$ cat config.mk
export PLATFORM = sky130hd
export DESIGN_NAME = hsk_burst_link
export DESIGN_NICKNAME = d
export VERILOG_FILES = /design/src/rtl/hskLinkPkg.sv /design/src/rtl/syncBits.sv /design/src/rtl/reqCtrl.sv /design/src/rtl/memCtrl.sv /design/src/rtl/linkDatapath.sv /design/src/rtl/hsk_burst_link.sv
export SDC_FILE = /design/constraint.sdc
export NUM_CORES = 1
export LEC_CHECK = 0
export BUFFER_PORTS_ARGS = -buffer_cell sky130_fd_sc_hd__buf_2
export CORE_MARGIN = 2
export CORE_UTILIZATION = 50
export DETAILED_ROUTE_END_ITERATION = 8
export PLACE_DENSITY_LB_ADDON = 0.1
export SETUP_SLACK_MARGIN = 0.15
export SYNTH_ARGS = -nofsm -noshare
export SYNTH_HDL_FRONTEND = slang
export SYNTH_SLANG_ARGS = --single-unit
$ cat constraint.sdc
create_clock -name clk -period 4 [get_ports clk]
set_input_delay 0.2 -clock clk [delete_from_list [all_inputs] [get_ports clk]]
set_output_delay 0.2 -clock clk [all_outputs]
set_load 0.02 [all_outputs]
$ cat src/rtl/hskLinkPkg.sv
package hskLinkPkg;
  typedef struct packed {
    logic loadAddr;
    logic driveAddr;
    logic capture;
  } reqStrobe_t;

  typedef struct packed {
    logic latchAddr;
    logic loadData;
    logic driveData;
  } memStrobe_t;
endpackage

$ cat src/rtl/syncBits.sv
module syncBits #(
  parameter int W = 1
) (
  input  logic         clk,
  input  logic         rstN,
  input  logic [W-1:0] asyncIn,
  output logic [W-1:0] syncOut
);
  for (genvar b = 0; b < W; b++) begin : gBit
    logic meta;
    logic stable;
    always_ff @(posedge clk) begin
      if (!rstN) begin
        meta   <= 1'b0;
        stable <= 1'b0;
      end else begin
        meta   <= asyncIn[b];
        stable <= meta;
      end
    end
    assign syncOut[b] = stable;
  end
endmodule

$ cat src/rtl/reqCtrl.sv
module reqCtrl
  import hskLinkPkg::*;
#(
  parameter int GRPS  = 4,
  parameter int CNT_W = 2
) (
  input  logic             clk,
  input  logic             rstN,
  input  logic             startIn,
  input  logic             startBurst,
  input  logic             memAckS,
  input  logic             dataRdyS,
  output logic             readReq,
  output logic             burstReq,
  output logic             devAck,
  output logic             busyOut,
  output logic             doneOut,
  output logic             grpValid,
  output logic [CNT_W-1:0] grpIdx,
  output reqStrobe_t       stb
);
  typedef enum logic [1:0] {R_IDLE, R_ADDR, R_WAIT, R_ACK} rState_t;
  localparam logic [CNT_W-1:0] LAST_GRP = CNT_W'(GRPS - 1);

  rState_t          state;
  logic             burstMode;
  logic [CNT_W-1:0] cnt;
  logic             lastGrp;

  assign lastGrp = !burstMode || (cnt == LAST_GRP);

  always_comb begin
    stb.loadAddr  = (state == R_IDLE) && startIn;
    stb.driveAddr = (state == R_ADDR);
    stb.capture   = (state == R_WAIT) && dataRdyS;
  end

  assign busyOut = (state != R_IDLE);

  always_ff @(posedge clk) begin
    if (!rstN) begin
      state     <= R_IDLE;
      readReq   <= 1'b0;
      burstReq  <= 1'b0;
      devAck    <= 1'b0;
      doneOut   <= 1'b0;
      grpValid  <= 1'b0;
      grpIdx    <= '0;
      burstMode <= 1'b0;
      cnt       <= '0;
    end else begin
      doneOut  <= 1'b0;
      grpValid <= 1'b0;
      case (state)
        R_IDLE: if (startIn) begin
          readReq   <= 1'b1;
          burstReq  <= startBurst;
          burstMode <= startBurst;
          cnt       <= '0;
          state     <= R_ADDR;
        end
        R_ADDR: if (memAckS) begin
          readReq <= 1'b0;
          state   <= R_WAIT;
        end
        R_WAIT: if (dataRdyS) begin
          devAck   <= 1'b1;
          grpValid <= 1'b1;
          grpIdx   <= cnt;
          state    <= R_ACK;
        end
        R_ACK: if (!dataRdyS) begin
          devAck <= 1'b0;
          if (lastGrp) begin
            burstReq <= 1'b0;
            doneOut  <= 1'b1;
            state    <= R_IDLE;
          end else begin
            cnt   <= cnt + 1'b1;
            state <= R_WAIT;
          end
        end
        default: state <= R_IDLE;
      endcase
    end
  end

  // a new command is never taken mid-transaction
  AST_START_IGNORED: assert property (@(posedge clk) disable iff (!rstN)
    busyOut && startIn |=> $stable(burstMode) || !busyOut);
endmodule

$ cat src/rtl/memCtrl.sv
module memCtrl
  import hskLinkPkg::*;
#(
  parameter int GRPS    = 4,
  parameter int CNT_W   = 2,
  parameter int ACC_CYC = 6
) (
  input  logic             clk,
  input  logic             rstN,
  input  logic             readReqS,
  input  logic             burstReqS,
  input  logic             devAckS,
  output logic             memAck,
  output logic             dataRdy,
  output logic [CNT_W-1:0] grp,
  output memStrobe_t       stb
);
  typedef enum logic [2:0] {M_IDLE, M_ACKH, M_ACC, M_DR, M_DL, M_FIN} mState_t;
  localparam int LAT_W = $clog2(ACC_CYC + 1);
  localparam logic [CNT_W-1:0] LAST_GRP = CNT_W'(GRPS - 1);
  localparam logic [LAT_W-1:0] LAT_LOAD = LAT_W'(ACC_CYC);

  mState_t          state;
  logic             burstMode;
  logic             lastSent;
  logic [LAT_W-1:0] accCnt;
  logic             accDone;

  assign accDone = (accCnt == '0);

  always_comb begin
    stb.latchAddr = (state == M_IDLE) && readReqS;
    stb.loadData  = (state == M_ACC) && accDone && !devAckS;
    stb.driveData = (state == M_DR);
  end

  always_ff @(posedge clk) begin
    if (!rstN) begin
      state     <= M_IDLE;
      memAck    <= 1'b0;
      dataRdy   <= 1'b0;
      grp       <= '0;
      burstMode <= 1'b0;
      lastSent  <= 1'b0;
      accCnt    <= '0;
    end else begin
      if (!accDone) accCnt <= accCnt - 1'b1;
      case (state)
        M_IDLE: if (readReqS) begin
          memAck    <= 1'b1;
          burstMode <= burstReqS;
          grp       <= '0;
          lastSent  <= 1'b0;
          accCnt    <= LAT_LOAD;
          state     <= M_ACKH;
        end
        M_ACKH: if (!readReqS) begin
          memAck <= 1'b0;
          state  <= M_ACC;
        end
        M_ACC: if (accDone && !devAckS) begin
          dataRdy <= 1'b1;
          state   <= M_DR;
        end
        M_DR: if (devAckS) begin
          dataRdy <= 1'b0;
          state   <= M_DL;
          if (burstMode && (grp != LAST_GRP)) begin
            grp    <= grp + 1'b1;
            accCnt <= LAT_LOAD;
          end else begin
            lastSent <= 1'b1;
          end
        end
        M_DL: if (!devAckS) begin
          if (lastSent || !burstReqS) state <= M_FIN;
          else                        state <= M_ACC;
        end
        M_FIN: if (!burstReqS) state <= M_IDLE;
        default: state <= M_IDLE;
      endcase
    end
  end

  // single-send transactions never advance past group 0
  AST_SINGLE_ONE_GROUP: assert property (@(posedge clk) disable iff (!rstN)
    dataRdy && !burstMode |-> grp == '0);
endmodule

$ cat src/rtl/linkDatapath.sv
module linkDatapath
  import hskLinkPkg::*;
#(
  parameter int WORD_W = 32,
  parameter int ADDR_W = 16,
  parameter int CNT_W  = 2
) (
  input  logic                clk,
  input  logic                rstN,
  input  reqStrobe_t          reqStb,
  input  memStrobe_t          memStb,
  input  logic [ADDR_W-1:0]   startAddr,
  input  logic [CNT_W-1:0]    memGrp,
  input  logic [4*WORD_W-1:0] memRdData,
  output logic [4*WORD_W-1:0] busData,
  output logic [ADDR_W-1:0]   memRdAddr,
  output logic [4*WORD_W-1:0] grpData
);
  localparam int BUS_W = 4 * WORD_W;

  logic [ADDR_W-1:0] addrReg;
  logic [ADDR_W-1:0] memBase;
  logic [BUS_W-1:0]  dataReg;

  always_comb begin
    if (reqStb.driveAddr)      busData = BUS_W'(addrReg);
    else if (memStb.driveData) busData = dataReg;
    else                       busData = '0;
  end

  assign memRdAddr = memBase + ADDR_W'({memGrp, 2'b00});

  always_ff @(posedge clk) begin
    if (!rstN) begin
      addrReg <= '0;
      memBase <= '0;
      dataReg <= '0;
      grpData <= '0;
    end else begin
      if (reqStb.loadAddr)  addrReg <= startAddr;
      if (memStb.latchAddr) memBase <= busData[ADDR_W-1:0];
      if (memStb.loadData)  dataReg <= memRdData;
      if (reqStb.capture)   grpData <= busData;
    end
  end

  AST_BUS_ONE_DRIVER: assert property (@(posedge clk) disable iff (!rstN)
    $onehot0({reqStb.driveAddr, memStb.driveData}));
  AST_ADDR_LATCH_DRIVEN: assert property (@(posedge clk) disable iff (!rstN)
    memStb.latchAddr |-> reqStb.driveAddr);
endmodule

$ cat src/rtl/hsk_burst_link.sv
module hsk_burst_link
  import hskLinkPkg::*;
#(
  parameter int WORD_W  = 32,
  parameter int ADDR_W  = 16,
  parameter int GRPS    = 4,
  parameter int ACC_CYC = 6,
  localparam int CNT_W  = (GRPS > 1) ? $clog2(GRPS) : 1,
  localparam int BUS_W  = 4 * WORD_W
) (
  input  logic              clk,
  input  logic              rstN,
  input  logic              startIn,
  input  logic              startBurst,
  input  logic [ADDR_W-1:0] startAddr,
  output logic              busyOut,
  output logic              doneOut,
  output logic              grpValid,
  output logic [CNT_W-1:0]  grpIdx,
  output logic [BUS_W-1:0]  grpData,
  output logic [ADDR_W-1:0] memRdAddr,
  input  logic [BUS_W-1:0]  memRdData,
  output logic              readReqOut,
  output logic              burstReqOut,
  output logic              memAckOut,
  output logic              dataRdyOut,
  output logic              devAckOut,
  output logic [BUS_W-1:0]  busData
);
  reqStrobe_t       reqStb;
  memStrobe_t       memStb;
  logic [1:0]       reqSeen;
  logic [2:0]       memSeen;
  logic [CNT_W-1:0] memGrp;

  syncBits #(.W(2)) uReqSync (
    .clk(clk), .rstN(rstN),
    .asyncIn({memAckOut, dataRdyOut}), .syncOut(reqSeen)
  );

  syncBits #(.W(3)) uMemSync (
    .clk(clk), .rstN(rstN),
    .asyncIn({readReqOut, burstReqOut, devAckOut}), .syncOut(memSeen)
  );

  reqCtrl #(.GRPS(GRPS), .CNT_W(CNT_W)) uReq (
    .clk(clk), .rstN(rstN),
    .startIn(startIn), .startBurst(startBurst),
    .memAckS(reqSeen[1]), .dataRdyS(reqSeen[0]),
    .readReq(readReqOut), .burstReq(burstReqOut), .devAck(devAckOut),
    .busyOut(busyOut), .doneOut(doneOut),
    .grpValid(grpValid), .grpIdx(grpIdx), .stb(reqStb)
  );

  memCtrl #(.GRPS(GRPS), .CNT_W(CNT_W), .ACC_CYC(ACC_CYC)) uMem (
    .clk(clk), .rstN(rstN),
    .readReqS(memSeen[2]), .burstReqS(memSeen[1]), .devAckS(memSeen[0]),
    .memAck(memAckOut), .dataRdy(dataRdyOut), .grp(memGrp), .stb(memStb)
  );

  linkDatapath #(.WORD_W(WORD_W), .ADDR_W(ADDR_W), .CNT_W(CNT_W)) uDp (
    .clk(clk), .rstN(rstN),
    .reqStb(reqStb), .memStb(memStb),
    .startAddr(startAddr), .memGrp(memGrp), .memRdData(memRdData),
    .busData(busData), .memRdAddr(memRdAddr), .grpData(grpData)
  );

  AST_REQ_HELD: assert property (@(posedge clk) disable iff (!rstN)
    readReqOut && !memAckOut |=> readReqOut);
  AST_RDY_RISE: assert property (@(posedge clk) disable iff (!rstN)
    $rose(dataRdyOut) |-> !memAckOut && !devAckOut);
  AST_ACK_RISE: assert property (@(posedge clk) disable iff (!rstN)
    $rose(devAckOut) |-> dataRdyOut);
  AST_BURST_RISE: assert property (@(posedge clk) disable iff (!rstN)
    $rose(burstReqOut) |-> $rose(readReqOut));
  AST_BURST_FALL: assert property (@(posedge clk) disable iff (!rstN)
    $fell(burstReqOut) |-> $fell(devAckOut) && doneOut);
  AST_DONE_IDLE: assert property (@(posedge clk) disable iff (!rstN)
    doneOut |-> $past(busyOut) && !$past(devAckOut, 1) == 1'b0);
endmodule

; ---- After elaboration in Yosys (flattened, before gate mapping)
; Index checks and enable logic that the tools add are counted.
[totals]
reg_bits = 322
out_inout_bits = 282
[op_classes]
addsub = 4
n_eq_ne = 24
muxes = 51
bitwise = 2
reduce_logical = 37
[op_table]
columns = cell, n
row1 = 2-to-1 mux 128 bit, 2
row2 = 2-to-1 mux 3 bit, 11
row3 = 2-to-1 mux 2 bit, 11
row4 = inequality test 2 bit (second input constant), 11
row5 = AND reduction 4 bit, 5
row6 = case mux 3 bit (6 select lines), 1
row7 = adder 16 x 4 -> 16 bit, 1
row8 = 2-to-1 mux 1 bit, 16
row9 = nonzero test 2 bit, 7
row10 = case mux 1 bit (2 select lines), 6
row11 = AND reduction 3 bit, 4
row12 = inequality test 2 x 1 -> 1 bit (second input constant), 4
row13 = case mux 2 bit (2 select lines), 2
row14 = case mux 2 bit (4 select lines), 1
row15 = AND reduction 2 bit, 4
row16 = logical AND 1 bit, 7
row17 = == test 2 bit (second input constant), 3
row18 = == test 3 x 2 -> 1 bit (second input constant), 2
row19 = == test 3 bit (second input constant), 2
row20 = zero test 3 bit, 2
row21 = case mux 3 bit (2 select lines), 1
row22 = AND reduction 6 bit, 1
row23 = adder 2 x 1 -> 2 bit (second input constant), 2
row24 = == test 3 x 1 -> 1 bit (second input constant), 1
row25 = other kinds (7), 11

; ---- Logic depth before layout (Yosys ltp)
[logic_depth]
word_depth = 5
depth_mapped = 8
mapped_depth_nobuf = 6

; ---- Cells and area by module
; A second synthesis with hierarchy kept.
[unflattened]
hier_cells = 1456
hier_area_um2 = 13949.6
[modules_own_cells]
columns = module, instances, cells_each, area_each_um2, seq_area_each_um2
row1 = linkDatapath, 1, 1284, 12358.1, 5765.5
row2 = memCtrl, 1, 88, 754.5, 240.2
row3 = reqCtrl, 1, 59, 536.8, 240.2
row4 = syncBits (uMemSync), 1, 15, 180.2, 120.1
row5 = syncBits (uReqSync), 1, 10, 120.1, 80.1

; ---- Least setup slack after synthesis
; No wires, ideal clock.
[synth_path]
kind = register -> output
from = register uMem.grp[0]
to = output memRdAddr[14]
t_arrival_ns = 1.671
required_time_ns = 3.800
setup_slack_ns = 2.129
stages_incl_launch_ff = 7
n_path_buf = 0
path_cell_list = dfxtp_1 -> ha_1 -> fa_1 -> and4_1 -> nand2_1 -> nor2_1 -> xor2_1
[synth_between]
elab_chain_len = 1
[synth_rtl]
columns = element, line
row1 = from (decl), memCtrl.sv:15  ; output logic [CNT_W-1:0] grp,
row2 = from (signal assigned), memCtrl.sv:69  ; grp <= grp + 1'b1;
row3 = adder 16 x 4 -> 16 bit, linkDatapath.sv:31  ; assign memRdAddr = memBase + ADDR_W'({memGrp, 2'b00});
row4 = to (decl), hsk_burst_link.sv:21  ; output logic [ADDR_W-1:0] memRdAddr,
; Every way passes these cells.

; ---- Final worst setup path
[layout_path]
from = register uMem.state[1]
to = output busData[10]
[layout_between]
elab_chain_len = 3
[layout_rtl]
columns = element, line
row1 = from (decl), memCtrl.sv:23  ; mState_t state;
row2 = from (signal assigned), memCtrl.sv:39  ; state <= M_IDLE;
row3 = from (signal assigned), memCtrl.sv:55  ; state <= M_ACKH;
row4 = from (signal assigned), memCtrl.sv:59  ; state <= M_ACC;
row5 = == test 3 x 2 -> 1 bit, memCtrl.sv:34  ; stb.driveData = (state == M_DR);
row6 = 2-to-1 mux 128 bit, linkDatapath.sv:27  ; else if (memStb.driveData) busData = dataReg;
row7 = 2-to-1 mux 128 bit, linkDatapath.sv:26  ; if (reqStb.driveAddr) busData = BUS_W'(addrReg);
row8 = to (decl), hsk_burst_link.sv:28  ; output logic [BUS_W-1:0] busData
; Every way passes these cells.

==> impl_metrics.json <==
{
  "maximum_number_of_pins_on_one_net_before_global_route_repair": 134,
  "track_usage_pct": 28.6,
  "hpwlAfterDp_um": 25500,
  "synthesis.yosys.warnings": 0,
  "syn-instance-count": 1498,
  "switchingPower_uw": 1780,
  "tns_ns": 0,
  "globalRouteOverflowTotal": 0,
  "chipHeight_um": 166,
  "route.detailed.drc": 0,
  "first_global_vias": 12000,
  "critical_path.reg2reg.startpoint": "uMem.state[1]$_SDFFE_PN0P_",
  "postCtsHoldBufs": 145,
  "synth_top_flop_cell": "dfxtp_1",
  "worst_setup_path_type": "flop to output pin",
  "final.setup_skew_ns": 0.0112,
  "detailed_route_wl_um": 41300,
  "synthTopCellsByCount": "nand2_1 (355), dfxtp_1 (322), and2_1 (127), a21boi_1 (112), nor2b_1 (111)",
  "setup_repair_after_global_routing_missed_its_margin": "no",
  "power_leakage_uw": 0.00763,
  "period_needed_ns": 2.92,
  "routed_wire_length_per_instance_um": 17.5,
  "timing.critical_path.slowest_stage_cell": "dfxtp_1",
  "layout-drive-gt1-share_pct": 25.3,
  "finalWeightedCongestion": 0.793,
  "num_rows": 59,
  "number_of_enable_type_register_cells_in_the_synthesized_netlist": 0,
  "fp.dieArea_um2": 27600,
  "syn_avg_cell_area_um2": 8.77,
  "fraction_of_registers_with_async_set_reset_pct": 0,
  "worst_setup_path_start_kind": "flop",
  "hold_path.class": "input pin to flop",
  "cp-end-kind": "output pin",
  "max_transition_viols_final": 0,
  "power.density_nw_per_um2": 413,
  "first_pass_iters": 5,
  "maxClockFrequency_mhz": 343,
  "critPathMaxFanout": 108,
  "outcome": "complete, no violations",
  "via_count": 12400,
  "clock_root_cell": "clkbuf_16",
  "setup-violations-final": 0,
  "synth.ff_latch_count": 322,
  "fp.dieW_um": 166,
  "io_pins": 430,
  "p_int_uw": 5660,
  "relSlewSlack_pct": 24.0,
  "net_switching_fraction_of_the_power_pct": 24.0,
  "cell_with_the_most_instances_after_synthesis": "nand2_1",
  "numCtsBuffers": 36,
  "antenna_found_initial": 1,
  "post_cts_resized": 0,
  "post-synth-top-area-fraction_pct": 49.1,
  "share_seq_of_total_power_pct": 46.1,
  "postCtsSetupRepairBufs": 0,
  "critical-path-max-stage-delay_ns": 0.69,
  "yosys-top-cells-area": "dfxtp_1 (49%), nand2_1 (10%), a21boi_1 (6.4%)",
  "areaGrowthSynthToFinish_pct": 37.2,
  "worstPathCellList": "nand3b_1, nor2_4, buf_12, a22o_1, buf_2",
  "critical_path.startpoint": "uMem.state[1]$_SDFFE_PN0P_",
  "clock_sinks": 322,
  "synth.cell_area_um2": 13100,
  "core-area_um2": 25900,
  "finalNetCount": 2154,
  "max_cap_viol_count": 0,
  "drt-initial-drc-count": 904,
  "finalCritPeriodShare_pct": 72.9,
  "final-hold-violation-count": 0,
  "wire_length_of_the_first_global_routing_pass_um": 65000,
  "clock_tree.buffer_depth": 3,
  "worst-slew-pin-transition_ns": 1.14,
  "critical_path_arrival_ns": 2.72,
  "ant_nets": 0,
  "cp_data_required_time_ns": 3.80,
  "ir_drop_v": 0.000397,
  "cts.htree.levels": 2,
  "initial_utilization_pct": 50.7,
  "share_of_power_burned_in_combinational_logic_pct": 10.0,
  "tritoncts_clock_tree": "built",
  "io_buffers": 429,
  "min-delay-start": "startIn",
  "cell_type_with_the_highest_aggregate_area_in_the_netlist": "dfxtp_1",
  "final_util_pct": 69.6,
  "viasPerCell": 5.24,
  "seq_area_frac_synth_pct": 49.1,
  "synthesis.nets": 1653,
  "clock_power_share_pct": 43.9,
  "synthDistinctLibCells": 47,
  "cts.clk_slew.worst_paths_ns": 0.06,
  "clock_insertion_delay_worst_skew_ns": 0.51
}
==> cells in the final DEF, fill, tap and decap left out, drive strengths merged, types with 3 or more instances in the layout <==
cell type    netlist  routed
and2             127     127
nor2              14      14
or3b               3       3
nand3             49      49
nor2b            111     111
nor3b              3       3
ha                 6       6
a21boi           195     195
and3               3       3
dlygate4sd3        0     145
a21oi              7       7
nand3b             5       5
nand2            355     355
buf               46     442
a22oi            100     100
clkbuf            78      54
nor3               3       3
a22o              16      16
dfxtp            322     322
xor2               6       6
clkinv             0       4
mux2i              7       7
xnor2              8       8
inv                6       6
o21ai              6       6
==> power groups by stage <==
stage                     Clock, uW  Sequential, uW  Combinational (uW)
after detailed placement          0            3500                 620
after floorplan                   0            3460                 440
final                          3270            3440                 741
after global placement            0            3500                 612
after global routing           3460            3450                 815
after CTS                      3320            3430                 739
==> logic make-up after synthesis <==
kind of cell / synth area share, %
xor+xnor: 0.933
flops: 49.1
fa+ha+maj: 0.724
buf+inv: 4.29
compound gates: 19.2
simple gates: 25.3
mux: 0.533
==> flip-flops by register name, indices dropped and copies added, names as in the netlist, 2 cells and up <==
name and count:
uMemSync.gBit.meta 3, uReq.cnt 2, uMem.grp 2, uReq.grpIdx 2
uDp.addrReg 16, uReqSync.gBit.stable 2, uReqSync.gBit.meta 2, uDp.grpData 128
uDp.memBase 16, uMem.accCnt 3, uDp.dataReg 128, uReq.state 2
uMemSync.gBit.stable 3, uMem.state 3
==> critical path: cells and delay by family, from the launching register on <==
kind	cells	cell delay [ns]
buffers and inverters	2	0.56
and+or+nand+nor	2	0.60
AOI/OAI and AO/OA	1	0.29
DFF	1	0.69
==> layer usage <==
metal  part of all wire [%]  vias up  global-route usage [%]
li1                       -     5980                       -
met1                     41     5816                    35.8
met2                     48      467                    48.1
met3                    6.9       97                    6.84
met4                    3.5        0                    10.9
met5                      0        -                       0
==> path summary, 6_finish.rpt <==
check | endpoint | slack [ns] | cells after the start
worst max-delay path | busData[10] | 1.08 | 5
worst min-delay path | uReq.state[0]$_SDFFE_PN0P_ | 0.05 | 3
worst max register to register | uDp.dataReg[114]$_SDFFE_PN0P_ | 1.47 | 5
worst min register to register | uMemSync.gBit[2].stable$_SDFF_PN0_ | 0.43 | 1
==> stage by stage <==
step                      std cells  worst slack [ns]  total power, uW  cell area (um2)  hold WS (ns)
after floorplan                1498              2.13             3900            13100         0.335
after global placement         2151              1.58             4110            15400         0.416
after detailed placement       2151              1.52             4120            15400         0.426
after CTS                      2356              1.09             7490            18000        0.0451
after global routing           2357             0.943             7730            18000        0.0804
final                          2357              1.08             7450            18000        0.0544
==> area by class of cell <==
cell class / instances / area, um2
tap: 335 / 419
antenna: 1 / 2.50
multi-input combinational: 1046 / 6180
sequential: 322 / 6450
clock inverter: 6 / 57.6
inverter: 6 / 22.5
fill: 2058 / 7890
timing repair buffer: 587 / 3780
clock buffer: 54 / 1120
Power figures use the tool's default switching activity.
